==> src/rtl/dco_pkg.sv <==
package dco_pkg;
    typedef enum logic [0:0] {
        ST_IDLE = 1'b0,
        ST_SCAN = 1'b1
    } dco_state_t;
endpackage

==> src/rtl/dco_lane.sv <==
module dco_lane #(
    parameter int W = 32
) (
    input  logic         clk,
    input  logic         rst_n,
    input  logic         load_i,
    input  logic         step_i,
    input  logic [W-1:0] vec_i,
    output logic         term_o
);
    logic [W-1:0] base_q;
    logic [W-1:0] rot_q;

    always_ff @(posedge clk or negedge rst_n) begin
        if (!rst_n) begin
            base_q <= '0;
            rot_q  <= '0;
        end else if (load_i) begin
            base_q <= vec_i;
            rot_q  <= vec_i;
        end else if (step_i) begin
            rot_q  <= {rot_q[W-2:0], rot_q[W-1]};
        end
    end

    // inner product of row 0 with the current rotated row
    assign term_o = ^(base_q & rot_q);

    assert_load_align_R1: assert property (@(posedge clk) disable iff (!rst_n)
        load_i |=> (rot_q == base_q));
endmodule

==> src/rtl/dco_fsm.sv <==
module dco_fsm
    import dco_pkg::*;
#(
    parameter int W = 32
) (
    input  logic clk,
    input  logic rst_n,
    input  logic start_i,
    input  logic entry_i,
    output logic load_o,
    output logic step_o,
    output logic busy_o,
    output logic done_o,
    output logic pass_o
);
    localparam int IDX_W = $clog2(W);
    localparam logic [IDX_W-1:0] LAST = IDX_W'(W - 1);

    dco_state_t        state_q, state_d;
    logic [IDX_W-1:0]  idx_q;
    logic              mismatch;
    logic              last_col;

    assign mismatch = entry_i ^ (idx_q == '0);
    assign last_col = (idx_q == LAST);
    assign load_o   = (state_q == ST_IDLE) && start_i;
    assign step_o   = (state_q == ST_SCAN);
    assign busy_o   = (state_q == ST_SCAN);

    always_ff @(posedge clk or negedge rst_n) begin
        if (!rst_n) state_q <= ST_IDLE;
        else        state_q <= state_d;
    end

    always_comb begin
        state_d = state_q;
        unique case (state_q)
            ST_IDLE: if (start_i) state_d = ST_SCAN;
            ST_SCAN: if (mismatch || last_col) state_d = ST_IDLE;
            default: state_d = ST_IDLE;
        endcase
    end

    always_ff @(posedge clk or negedge rst_n) begin
        if (!rst_n) begin
            idx_q  <= '0;
            done_o <= 1'b0;
            pass_o <= 1'b0;
        end else begin
            done_o <= 1'b0;
            unique case (state_q)
                ST_IDLE: if (start_i) idx_q <= '0;
                ST_SCAN: begin
                    idx_q <= idx_q + 1'b1;
                    if (mismatch) begin
                        done_o <= 1'b1;
                        pass_o <= 1'b0;
                    end else if (last_col) begin
                        done_o <= 1'b1;
                        pass_o <= 1'b1;
                    end
                end
                default: ;
            endcase
        end
    end

    assert_busy_after_start_R2: assert property (@(posedge clk) disable iff (!rst_n)
        (state_q == ST_IDLE && start_i) |=> busy_o);
    assert_done_pulse_R4: assert property (@(posedge clk) disable iff (!rst_n)
        done_o |=> !done_o);
    assert_done_not_busy_R4: assert property (@(posedge clk) disable iff (!rst_n)
        done_o |-> !busy_o);
    assert_pass_hold_R5: assert property (@(posedge clk) disable iff (!rst_n)
        !$stable(pass_o) |-> done_o);
    assert_early_exit_R6: assert property (@(posedge clk) disable iff (!rst_n)
        (busy_o && mismatch) |=> (done_o && !pass_o));
    assert_full_scan_R7: assert property (@(posedge clk) disable iff (!rst_n)
        (done_o && pass_o) |-> ($past(idx_q) == LAST));
endmodule

==> src/rtl/dcirc_orth_check.sv <==
module dcirc_orth_check #(
    parameter int W = 32
) (
    input  logic           clk,
    input  logic           rst_n,
    input  logic           start_i,
    input  logic [2*W-1:0] cand_i,
    output logic           busy_o,
    output logic           done_o,
    output logic           pass_o
);
    localparam int LANES = 2;

    logic             load;
    logic             step;
    logic [LANES-1:0] term;
    logic             entry;

    for (genvar g = 0; g < LANES; g++) begin : g_lane
        dco_lane #(.W(W)) u_lane (
            .clk    (clk),
            .rst_n  (rst_n),
            .load_i (load),
            .step_i (step),
            .vec_i  (cand_i[g*W +: W]),
            .term_o (term[g])
        );
    end

    assign entry = ^term;

    dco_fsm #(.W(W)) u_fsm (
        .clk     (clk),
        .rst_n   (rst_n),
        .start_i (start_i),
        .entry_i (entry),
        .load_o  (load),
        .step_o  (step),
        .busy_o  (busy_o),
        .done_o  (done_o),
        .pass_o  (pass_o)
    );

    assert_reset_idle_R8: assert property (@(posedge clk)
        !rst_n |=> (!busy_o && !done_o && !pass_o));
endmodule

==> config.mk <==
export PLATFORM = sky130hd
export DESIGN_NAME = dcirc_orth_check
export DESIGN_NICKNAME = d
export VERILOG_FILES = /design/src/rtl/dco_pkg.sv /design/src/rtl/dco_lane.sv /design/src/rtl/dco_fsm.sv /design/src/rtl/dcirc_orth_check.sv
export SDC_FILE = /design/constraint.sdc
export NUM_CORES = 1
export LEC_CHECK = 0
export BUFFER_PORTS_ARGS = -buffer_cell sky130_fd_sc_hd__buf_2
export CORE_UTILIZATION = 35
export DETAILED_ROUTE_END_ITERATION = 7
export GPL_TIMING_DRIVEN = 0
export PLACE_DENSITY_LB_ADDON = 0.12
export SYNTH_ARGS = -nofsm -noshare
export SYNTH_HDL_FRONTEND = slang
export SYNTH_SLANG_ARGS = --single-unit
==> constraint.sdc <==
create_clock -name clk -period 2.2 [get_ports clk]
set_input_delay 0.22 -clock clk [delete_from_list [all_inputs] [get_ports clk]]
set_output_delay 0.22 -clock clk [all_outputs]
set_load 0.02 [all_outputs]
==> summary.txt, run 1 <==
Cells and area
  – Signed area change from the synthesized netlist to the final layout: 21.5%
  – Net count reported at finish: between 700 and 800
  – Area taken by multi-input logic gates: 0.00301 mm^2
  – Register area: around 0.0034 mm^2
  – Post-Route Utilization: 0.434
  – Antenna diodes: 0
  – Filler cells: around 1700
  – Fraction of layout cells with a size suffix above 1: 0.282

Route
  – DR WL/cell: 17.4 um
  – DRC violation count after routing: 0
  – Routed via count divided by cell count: between 4 and 5
  – Via count: approximately 4400
  – Iter 0 DRT Violations: roughly 230
  – Total length of routed wires: between 15 and 20 mm
  – Residual antenna-violating net count after detailed routing: 0
  – Count of TritonRoute iterations in the first routing pass: 4

Worst setup path
  – Critical Path End Type: flip-flop
  – Startpoint Class: flip-flop
  – Critical path's largest stage delay: 420 ps
  – Top Family by Delay on Critical Path: XOR/XNOR gates
  – Critical path buffers and inverters: 0
  – Most frequent CP cell: sky130_fd_sc_hd__xnor3_1
  – Maximum net fanout on the critical path: 3
  – CP Data Required Time: roughly 2500 ps
  – Arrival time at the worst endpoint: about 2500 ps
  – Slowest cell on crit path: sky130_fd_sc_hd__xnor3_2
  – Kind of critical path: reg -> reg
  – Cell-by-cell listing of the critical path: nand2_1 -> xnor2_2 -> xnor2_1 -> xnor3_1 -> xnor3_1 -> xnor3_2 -> o21a_1

STA
  – Post-route minimum period: about 2200 ps
  – Setup Viol. Count Final: 0
  – Worst slew margin: 0.413
  – Worst setup skew after layout: roughly 7 ps
  – Final Hold Viols: 0
  – FMAX: 457 MHz
  – Share of the clock period used by the worst path: 0.996
  – RSZ-0062 raised after global routing: yes
  – Actual transition at the worst max-transition pin: between 800 and 900 ps
  – Final WS setup: 9.82 ps
  – Fin Hold WS: approximately 50 ps
  – Pins Over Slew Limit: 0

Place
  – Weighted congestion reported at the end of routability-driven placement: roughly 0.75
  – Detailed placer's ending HPWL: around 11 mm
  – Buffers on Ports: 68
  – Worst setup timing slack at the placement stage: -211 ps

Synthesis
  – Synthesized flop and latch total: 136
  – Synthesized area divided by synthesized cell count: approximately 11 um^2
  – Biggest area consumer among synthesized cells: sky130_fd_sc_hd__dfrtp_1
  – Number of nets produced by synthesis: ~640
  – Synthesis Warnings: 0
  – Post-Syn Instances: 572
  – Post-Synthesis Cell Area: 0.00644 mm^2
  – Number of different library cells in the post-synthesis netlist: 25
  – Sequential-to-total area share from yosys stat: 0.528
  – Most area-consuming cells after synthesis: sky130_fd_sc_hd__dfrtp_1 (53%), sky130_fd_sc_hd__mux2_2 (11%), sky130_fd_sc_hd__mux2i_1 (10%)
  – Area share of the largest cell type after synthesis: 0.528

Clocking
  – Skew-Pair Late Insertion Delay: between 400 and 500 ps
  – Total CTS buffers: 17
  – Clock tree from TritonCTS: built
  – Post-CTS clock slew at the launch and capture registers of the worst setup and hold paths: around 60 ps
  – Clock tree root buffer cell: sky130_fd_sc_hd__clkbuf_16
  – # H-tree levels: 4
  – Buffer levels on the longest clock path: 2
  – CTS Sinks: roughly 140

GRT
  – Grt total ovfl: 0
  – GRT Resource Usage Total: 0.180
  – Initial antenna violation count: 0
  – Via count of the first global-routing pass: 4540
  – Largest net degree at the start of global routing: 76
  – First-pass GRT wire length: 24.8 mm

Power and ir drop
  – Leakage power: roughly 3.6 nW
  – Peak supply drop: approximately 1.2 mV
  – Power density over cell area: 1760 mW/mm^2

Outcome
  – Run status: finished, final reports clean

Run
  – Maxcap violations: 0

Die
  – Effective utilization at floorplan: 0.357
  – Die extent in y: approximately 140 um
  – Die area: approximately 0.019 mm^2
  – Core ar.: approximately 0.018 mm^2
  – Standard-cell row count: 49
  – DIE WIDTH: ~140 um
  – IO Count: 70

Worst hold path
  – Class of the most critical hold timing path: in -> reg
## cell type report
cell class / count / share of cell area
Sequential cell: 136 / 0.435
Timing Repair Buffer: 74 / 0.0529
Inverter: 2 / 0.000959
Clock buffer: 24 / 0.0616
Buffer: 30 / 0.0158
Multi-Input combinational cell: 404 / 0.385
Clock inverter: 8 / 0.0122
Tap cell: 229 / 0.0366
## layer usage
metal / global-route usage / routed length [um] / vias to the layer above
li1: - / - / 2116
met1: 0.241 / 7650 / 2219
met2: 0.286 / 7370 / 86
met3: 0.0427 / 584 / 14
met4: 0.0556 / 210 / 0
met5: 0 / 0 / -
## registers in the layout, indices dropped and copies added, names as in the netlist
register and flops:
u_fsm.busy_o 1, u_fsm.pass_o 1, u_fsm.done_o 1, g_lane.u_lane.rot_q 64, g_lane.u_lane.base_q 64, u_fsm.idx_q 5
## final timing paths
check	startpoint	endpoint	slack (ps)	cells after the start
setup / recovery	g_lane[1].u_lane.rot_q[27]	u_fsm.done_o	10	7
hold reg to reg	g_lane[0].u_lane.base_q[24]	g_lane[0].u_lane.base_q[24]	500	1
max in group asynchronous	rst_n	g_lane[1].u_lane.base_q[3]	1040	3
setup reg to reg	g_lane[1].u_lane.rot_q[27]	u_fsm.done_o	10	7
hold / removal	cand_i[54]	g_lane[1].u_lane.base_q[22]	50	2
min in group asynchronous	rst_n	g_lane[0].u_lane.rot_q[15]	370	2
## cells by family after synthesis
group	Yosys count	share of synthesized area
mux	130	0.215
buf+inv	32	0.0186
fa+ha+maj	3	0.00583
flops	136	0.528
compound gates	73	0.0581
xor+xnor	60	0.0913
simple gates	138	0.0833
## cells in the mapped netlist, drive strengths merged
| master | instances |
|---|---|
| nand3 | 1 |
| nor2b | 1 |
| o21a | 1 |
| a22o | 1 |
| xnor3 | 4 |
| a21oi | 3 |
| clkbuf | 27 |
| mux2 | 65 |
| and3 | 1 |
| o21ai | 67 |
| nand2 | 130 |
| mux2i | 65 |
| nand4 | 1 |
| dfrtp | 136 |
| ha | 3 |
| buf | 3 |
| xor2 | 14 |
| nand2b | 2 |
| xnor2 | 42 |
| nor2 | 1 |
| o31ai | 1 |
| inv | 2 |
| nor4b | 1 |
## power by group
group | leakage [nW] | total, mW | switching (mW) | internal, mW
Sequential | 1.64 | 4.58 | 0.821 | 3.76
Combinational | 1.63 | 6.42 | 3.02 | 3.40
Clock | 0.280 | 2.79 | 1.04 | 1.75
Total | 3.55 | 13.8 | 4.87 | 8.91
## repair_timing
item / 4_1_cts / 5_1_grt
resized for setup: 13 / 14
cloned: 0 / 0
setup buffers: 0 / 4
endpoints found under the hold margin: 61 / 0
endpoints found under the setup margin: 68 / 52
pin swaps: 4 / 8
hold buffers: 1 / 0
## cells in the final DEF (no fill, tap or decap), types with 4 or more instances in the layout
master | synthesis | final
sky130_fd_sc_hd__nand2_1 | 130 | 129
sky130_fd_sc_hd__clkbuf_2 | 0 | 9
sky130_fd_sc_hd__dfrtp_1 | 136 | 135
sky130_fd_sc_hd__clkbuf_1 | 27 | 22
sky130_fd_sc_hd__o21ai_0 | 66 | 66
sky130_fd_sc_hd__clkinv_2 | 0 | 4
sky130_fd_sc_hd__xor2_1 | 14 | 10
sky130_fd_sc_hd__buf_2 | 0 | 67
sky130_fd_sc_hd__clkbuf_16 | 0 | 17
sky130_fd_sc_hd__xor2_2 | 0 | 4
sky130_fd_sc_hd__mux2_2 | 65 | 65
sky130_fd_sc_hd__xnor2_2 | 1 | 7
sky130_fd_sc_hd__buf_4 | 0 | 4
sky130_fd_sc_hd__mux2i_1 | 65 | 65
sky130_fd_sc_hd__xnor2_1 | 41 | 35
## stage by stage
stage               std cells  instance area, um^2  setup TNS [ps]  total power, mW
floorplan                 572                 6450               0             9.36
global placement          869                 7080         -148690             10.5
detailed placement        870                 7110           -8270             10.7
CTS                       903                 7750           -52.6             13.8
global route              907                 7830           -68.3             14.7
finish                    907                 7830               0             13.8
No activity file was read; power rests on OpenSTA's default activity.
==> run 2: changes to the inputs <==
- clock period: 2.2 -> 1.89 ns (I/O delays scaled with it)
==> summary.txt, run 2 (synthesis results as in run 1) <==
Clocking
  – Clock tree from TritonCTS: built
  – Total CTS buffers: 17
  – Clock tree root buffer cell: sky130_fd_sc_hd__clkbuf_16
  – Skew-Pair Late Insertion Delay: between 400 and 500 ps
  – CTS Sinks: about 140
  – # H-tree levels: 4
  – Post-CTS clock slew at the launch and capture registers of the worst setup and hold paths: about 60 ps
  – Buffer levels on the longest clock path: 2

Die
  – Core ar.: between 0.015 and 0.02 mm^2
  – Die extent in y: approximately 140 um
  – IO Count: 70
  – DIE WIDTH: 138 um
  – Standard-cell row count: approximately 50
  – Die area: approximately 0.019 mm^2
  – Effective utilization at floorplan: 0.357

Worst setup path
  – Most frequent CP cell: sky130_fd_sc_hd__xnor2_1
  – Cell count along the critical path: 7
  – Critical Path End Type: flip-flop
  – Cell-by-cell listing of the critical path: nand2_2 -> xor2_2 -> xnor2_1 -> xnor2_1 -> xnor3_1 -> xnor3_2 -> o21a_1
  – Path depth of the worst reg2reg path: 7
  – Startpoint Class: flip-flop
  – Top Family by Delay on Critical Path: XOR/XNOR gates
  – Worst R2R End: u_fsm.done_o
  – Arrival time at the worst endpoint: roughly 2500 ps
  – Critical path buffers and inverters: 0
  – CP Data Required Time: around 2200 ps
  – Maximum net fanout on the critical path: 3
  – Termination of the worst setup path: u_fsm.done_o
  – Critical path's largest stage delay: roughly 430 ps
  – FF-to-FF Start: g_lane[0].u_lane.rot_q[25]
  – Slowest cell on crit path: sky130_fd_sc_hd__xnor3_2
  – Critical path launch point: g_lane[0].u_lane.rot_q[25]
  – R2r setup slk: -260 ps
  – Kind of critical path: reg -> reg

Power and ir drop
  – Peak supply drop: around 1.3 mV
  – Logic pwr share: 0.451
  – Share of power burned in registers: 0.329
  – Power density over cell area: between 2000 and 2500 mW/mm^2
  – Leakage power: roughly 3.6 nW
  – Net switching power figure: approximately 5.7 mW
  – Clk pwr share: 0.219
  – Switching Share: 0.353
  – Int Pwr: between 10 and 15 mW

STA
  – Worst slew margin: 0.463
  – Post-route minimum period: between 2000 and 2500 ps
  – Final Hold Viols: 0
  – Setup Viol. Count Final: 3
  – Share of the clock period used by the worst path: 1.14
  – Pins Over Slew Limit: 0
  – Actual transition at the worst max-transition pin: a little over 800 ps
  – FMAX: ~470 MHz
  – Final WS setup: -258 ps
  – RSZ-0062 raised after global routing: yes
  – Worst setup skew after layout: about 7.3 ps
  – Fin Hold WS: 21.8 ps
  – Sum of negative setup slack: -627 ps

Route
  – Via count: approximately 4400
  – Iter 0 DRT Violations: ~160
  – DRC violation count after routing: 0
  – Routed via count divided by cell count: approximately 4.8
  – Count of TritonRoute iterations in the first routing pass: 4
  – Total length of routed wires: between 15 and 20 mm
  – Residual antenna-violating net count after detailed routing: 0
  – DR WL/cell: 17.5 um

Worst hold path
  – Hold path cells: 2
  – Class of the most critical hold timing path: in -> reg

Place
  – Detailed placer's ending HPWL: 11.5 mm
  – Weighted congestion reported at the end of routability-driven placement: around 0.74
  – Buffers on Ports: 68

Outcome
  – Run status: complete, but fails checks
  – Violations in the final reports: setup timing

GRT
  – Via count of the first global-routing pass: around 4600
  – Busiest layer in global routing: met2
  – GRT met2 Usage: 0.293
  – Initial antenna violation count: 0
  – Met1 Resource Use GR: 0.243
  – GRT Resource Usage Total: 0.183
  – Grt total ovfl: 0
  – Grt met3 use: 0.0445
  – First-pass GRT wire length: around 25 mm
  – Largest net degree at the start of global routing: 74

Cells and area
  – Most used cells in the layout excluding fill and tap cells: sky130_fd_sc_hd__dfrtp_1 (136), sky130_fd_sc_hd__nand2_1 (125), sky130_fd_sc_hd__buf_2 (67)
  – Largest registers: g_lane.u_lane.base_q (64), g_lane.u_lane.rot_q (64), u_fsm.idx_q (5)
  – Signed area change from the synthesized netlist to the final layout: 22.4%
  – Post-Route Utilization: 0.437
  – Most common cell after layout, fill and taps aside: sky130_fd_sc_hd__dfrtp_1
  – Fraction of layout cells with a size suffix above 1: 0.286
  – Antenna diodes: 0
  – Net count reported at finish: ~730

Run
  – Maxcap violations: 0
## run 2: layer usage
layer  share of wire  up-vias
met2            0.48       73
met5               0        -
met3           0.036        9
met4           0.011        0
li1                -     2116
met1            0.48     2188
## run 2: final cells by class
cell class	count	area, um^2
repair buffers	72	399
flip-flops and latches	136	3400
fillers	1768	10100
clock inverters	12	174
plain buffers	30	138
multi-input cells	404	3020
well taps	229	287
inverters	2	7.51
clock buffers	20	457
## run 2: worst min path at each step
stage,startpoint,end,slack (ps)
floorplan,rst_n,g_lane[0].u_lane.base_q[0],-110
global placement,cand_i[57],g_lane[1].u_lane.base_q[25],440
detailed placement,rst_n,g_lane[1].u_lane.base_q[18],230
CTS,cand_i[27],g_lane[0].u_lane.base_q[27],2
global route,cand_i[26],g_lane[0].u_lane.base_q[26],5
finish,cand_i[26],g_lane[0].u_lane.base_q[26],20
## run 2: stage by stage
step | worst slack, ps | instances | area, um^2 | total power, mW
after floorplan | -51.5 | 572 | 6460 | 10.7
after global placement | -1340 | 869 | 7080 | 12.1
after detailed placement | -460 | 870 | 7120 | 12.3
after CTS | -254 | 905 | 7870 | 16.3
after global routing | -355 | 905 | 7880 | 17.2
final | -258 | 905 | 7880 | 16.2
## run 2: power groups by stage
stage,registers (mW),clock network [mW],logic (mW)
after global routing,5.52,3.75,7.95
after global placement,5.28,0,6.79
after floorplan,5.09,0,5.61
after CTS,5.32,3.61,7.40
final,5.32,3.54,7.29
after detailed placement,5.34,0,6.92
## run 2: timing repair
| item | CTS | global route |
|---|---|---|
| pin swaps | 10 | 4 |
| gates resized for setup | 27 | 4 |
| cloned | 0 | 0 |
| setup endpoints to repair | 72 | 12 |
| hold buffers | 1 | 0 |
| hold endpoints to repair | 63 | 0 |
| buffers inserted | 2 | 0 |
==> run 3: changes to the inputs <==
- CORE_MARGIN: default -> 5
- CORE_UTILIZATION: 35 -> 53
- SKIP_LAST_GASP: default -> 1
==> summary.txt, run 3 (synthesis results as in run 1) <==
Outcome
  – Run status: complete, but fails checks
  – Violations in the final reports: setup timing

Die
  – IO Count: 70
  – Core ar.: 0.0120 mm^2
  – Die extent in y: roughly 120 um
  – DIE WIDTH: 120 um
  – Die area: 0.0145 mm^2
  – Effective utilization at floorplan: 0.539
  – Standard-cell row count: 40

Clocking
  – Skew-Pair Late Insertion Delay: about 430 ps
  – Buffer levels on the longest clock path: 2
  – Clock tree from TritonCTS: built
  – CTS Sinks: approximately 140
  – Post-CTS clock slew at the launch and capture registers of the worst setup and hold paths: ~60 ps
  – # H-tree levels: 4
  – Clock tree root buffer cell: sky130_fd_sc_hd__clkbuf_16
  – Total CTS buffers: 17

Cells and area
  – Fraction of layout cells with a size suffix above 1: 0.298
  – Number of cells in the finished layout apart from fillers: 835
  – Largest registers: g_lane.u_lane.base_q (64), g_lane.u_lane.rot_q (64), u_fsm.idx_q (5)
  – Signed area change from the synthesized netlist to the final layout: 21.9%
  – Most common cell after layout, fill and taps aside: sky130_fd_sc_hd__dfrtp_1
  – Post-Layout Inst Area: just under 0.008 mm^2
  – Antenna diodes: 0
  – Net count reported at finish: 745
  – Most used cells in the layout excluding fill and tap cells: sky130_fd_sc_hd__dfrtp_1 (136), sky130_fd_sc_hd__nand2_1 (125), sky130_fd_sc_hd__buf_2 (70)

Place
  – Buffers on Ports: between 60 and 70
  – Weighted congestion reported at the end of routability-driven placement: 0.820
  – Placed cells: roughly 790
  – Post-DP Area: roughly 0.007 mm^2
  – Detailed placer's ending HPWL: approximately 11 mm

STA
  – Actual transition at the worst max-transition pin: roughly 820 ps
  – Worst setup skew after layout: 10.4 ps
  – RSZ-0062 raised after global routing: yes
  – Pins Over Slew Limit: 0
  – Share of the clock period used by the worst path: 1.13
  – Final WS setup: -248 ps
  – FMAX: roughly 470 MHz
  – Worst slew margin: 0.457
  – Post-route minimum period: about 2100 ps
  – Setup Viol. Count Final: 3
  – Final Hold Viols: 0

Worst setup path
  – Critical Path End Type: flip-flop
  – Startpoint Class: flip-flop
  – CP Data Required Time: about 2200 ps
  – Maximum net fanout on the critical path: 3
  – Most frequent CP cell: sky130_fd_sc_hd__xnor2_1
  – Slowest cell on crit path: sky130_fd_sc_hd__xnor3_2
  – Arrival time at the worst endpoint: roughly 2500 ps
  – Kind of critical path: reg -> reg
  – Cell-by-cell listing of the critical path: nand2_2 -> xor2_2 -> xnor2_1 -> xnor2_1 -> xnor3_1 -> xnor3_2 -> o21a_1
  – Critical path's largest stage delay: between 400 and 500 ps

Run
  – Maxcap violations: 0

Route
  – Count of TritonRoute iterations in the first routing pass: 4
  – Total length of routed wires: about 15 mm
  – Routed via count divided by cell count: between 5 and 6
  – Iter 0 DRT Violations: between 300 and 400
  – DR WL/cell: between 15 and 20 um
  – Residual antenna-violating net count after detailed routing: 0
  – DRC violation count after routing: 0
  – Via count: 4530

Power and ir drop
  – Power density over cell area: 2040 mW/mm^2
  – Leakage power: ~3.6 nW
  – Peak supply drop: roughly 1.3 mV

GRT
  – Grt total ovfl: 0
  – Via count of the first global-routing pass: 4738
  – First-pass GRT wire length: about 24 mm
  – GRT Resource Usage Total: 0.219
  – Largest net degree at the start of global routing: 85
  – Initial antenna violation count: 0

Worst hold path
  – Class of the most critical hold timing path: in -> reg
run 3: final cells by class:
type / instances / area [um^2]
Buffer: 30 / 130
Clock buffer: 25 / 515
Clock inverter: 7 / 65.1
Fill cell: 968 / 4110
Inverter: 2 / 7.51
Multi-Input combinational cell: 404 / 3050
Sequential cell: 136 / 3400
Tap cell: 147 / 184
Timing Repair Buffer: 84 / 504
run 3: repair_timing:
action | CTS | global route
endpoints found under the setup margin | 72 | 64
setup buffers | 4 | 4
hold buffers | 7 | 0
gates resized for setup | 27 | 13
hold endpoints to repair | 58 | 0
pin swaps | 12 | 2
run 3: power by group:
| group | internal [mW] | total [mW] | switching [mW] |
|---|---|---|---|
| Combinational | 3.93 | 7.46 | 3.53 |
| Sequential | 4.37 | 5.32 | 0.955 |
| Clock | 2.01 | 3.21 | 1.21 |
| Total | 10.3 | 16.0 | 5.69 |
run 3: worst paths after layout:
kind / startpoint / end / slack [ps] / cells past startpoint
setup / recovery: g_lane[0].u_lane.rot_q[19] / u_fsm.done_o / -250 / 7
hold / removal: cand_i[43] / g_lane[1].u_lane.base_q[11] / 10 / 2
setup reg to reg: g_lane[0].u_lane.rot_q[19] / u_fsm.done_o / -250 / 7
hold reg to reg: g_lane[1].u_lane.base_q[9] / g_lane[1].u_lane.base_q[9] / 500 / 1
max in group asynchronous: rst_n / g_lane[0].u_lane.rot_q[23] / 840 / 3
min in group asynchronous: rst_n / g_lane[1].u_lane.base_q[16] / 280 / 2
run 3: layer usage:
metal | global-route usage | part of all wire | up-vias
met5 | 0 | 0 | -
met1 | 0.286 | 0.44 | 2284
met2 | 0.360 | 0.49 | 92
met3 | 0.0575 | 0.051 | 18
li1 | - | - | 2136
met4 | 0.0722 | 0.015 | 0
run 3: stage by stage:
stage	hold WS, ps	util	setup slack, ps	total power, mW	setup TNS [ps]
after global placement	437	0.584	-1220	11.9	-189370
final	9.72	0.657	-248	16.0	-553
after floorplan	-107	-	-51.5	10.7	-51.5
after detailed placement	174	0.587	-418	12.1	-26170
after global routing	5.28	0.657	-318	17.0	-778
after CTS	0.0560	0.653	-222	16.0	-480
run 3: worst max-delay path: cells and delay by family, from the launching register on:
family	cells	cell delay, ps
xor gates and xnor gates	5	1310
DFF	1	400
AOI/OAI and AO/OA	1	190
and+or+nand+nor	1	100
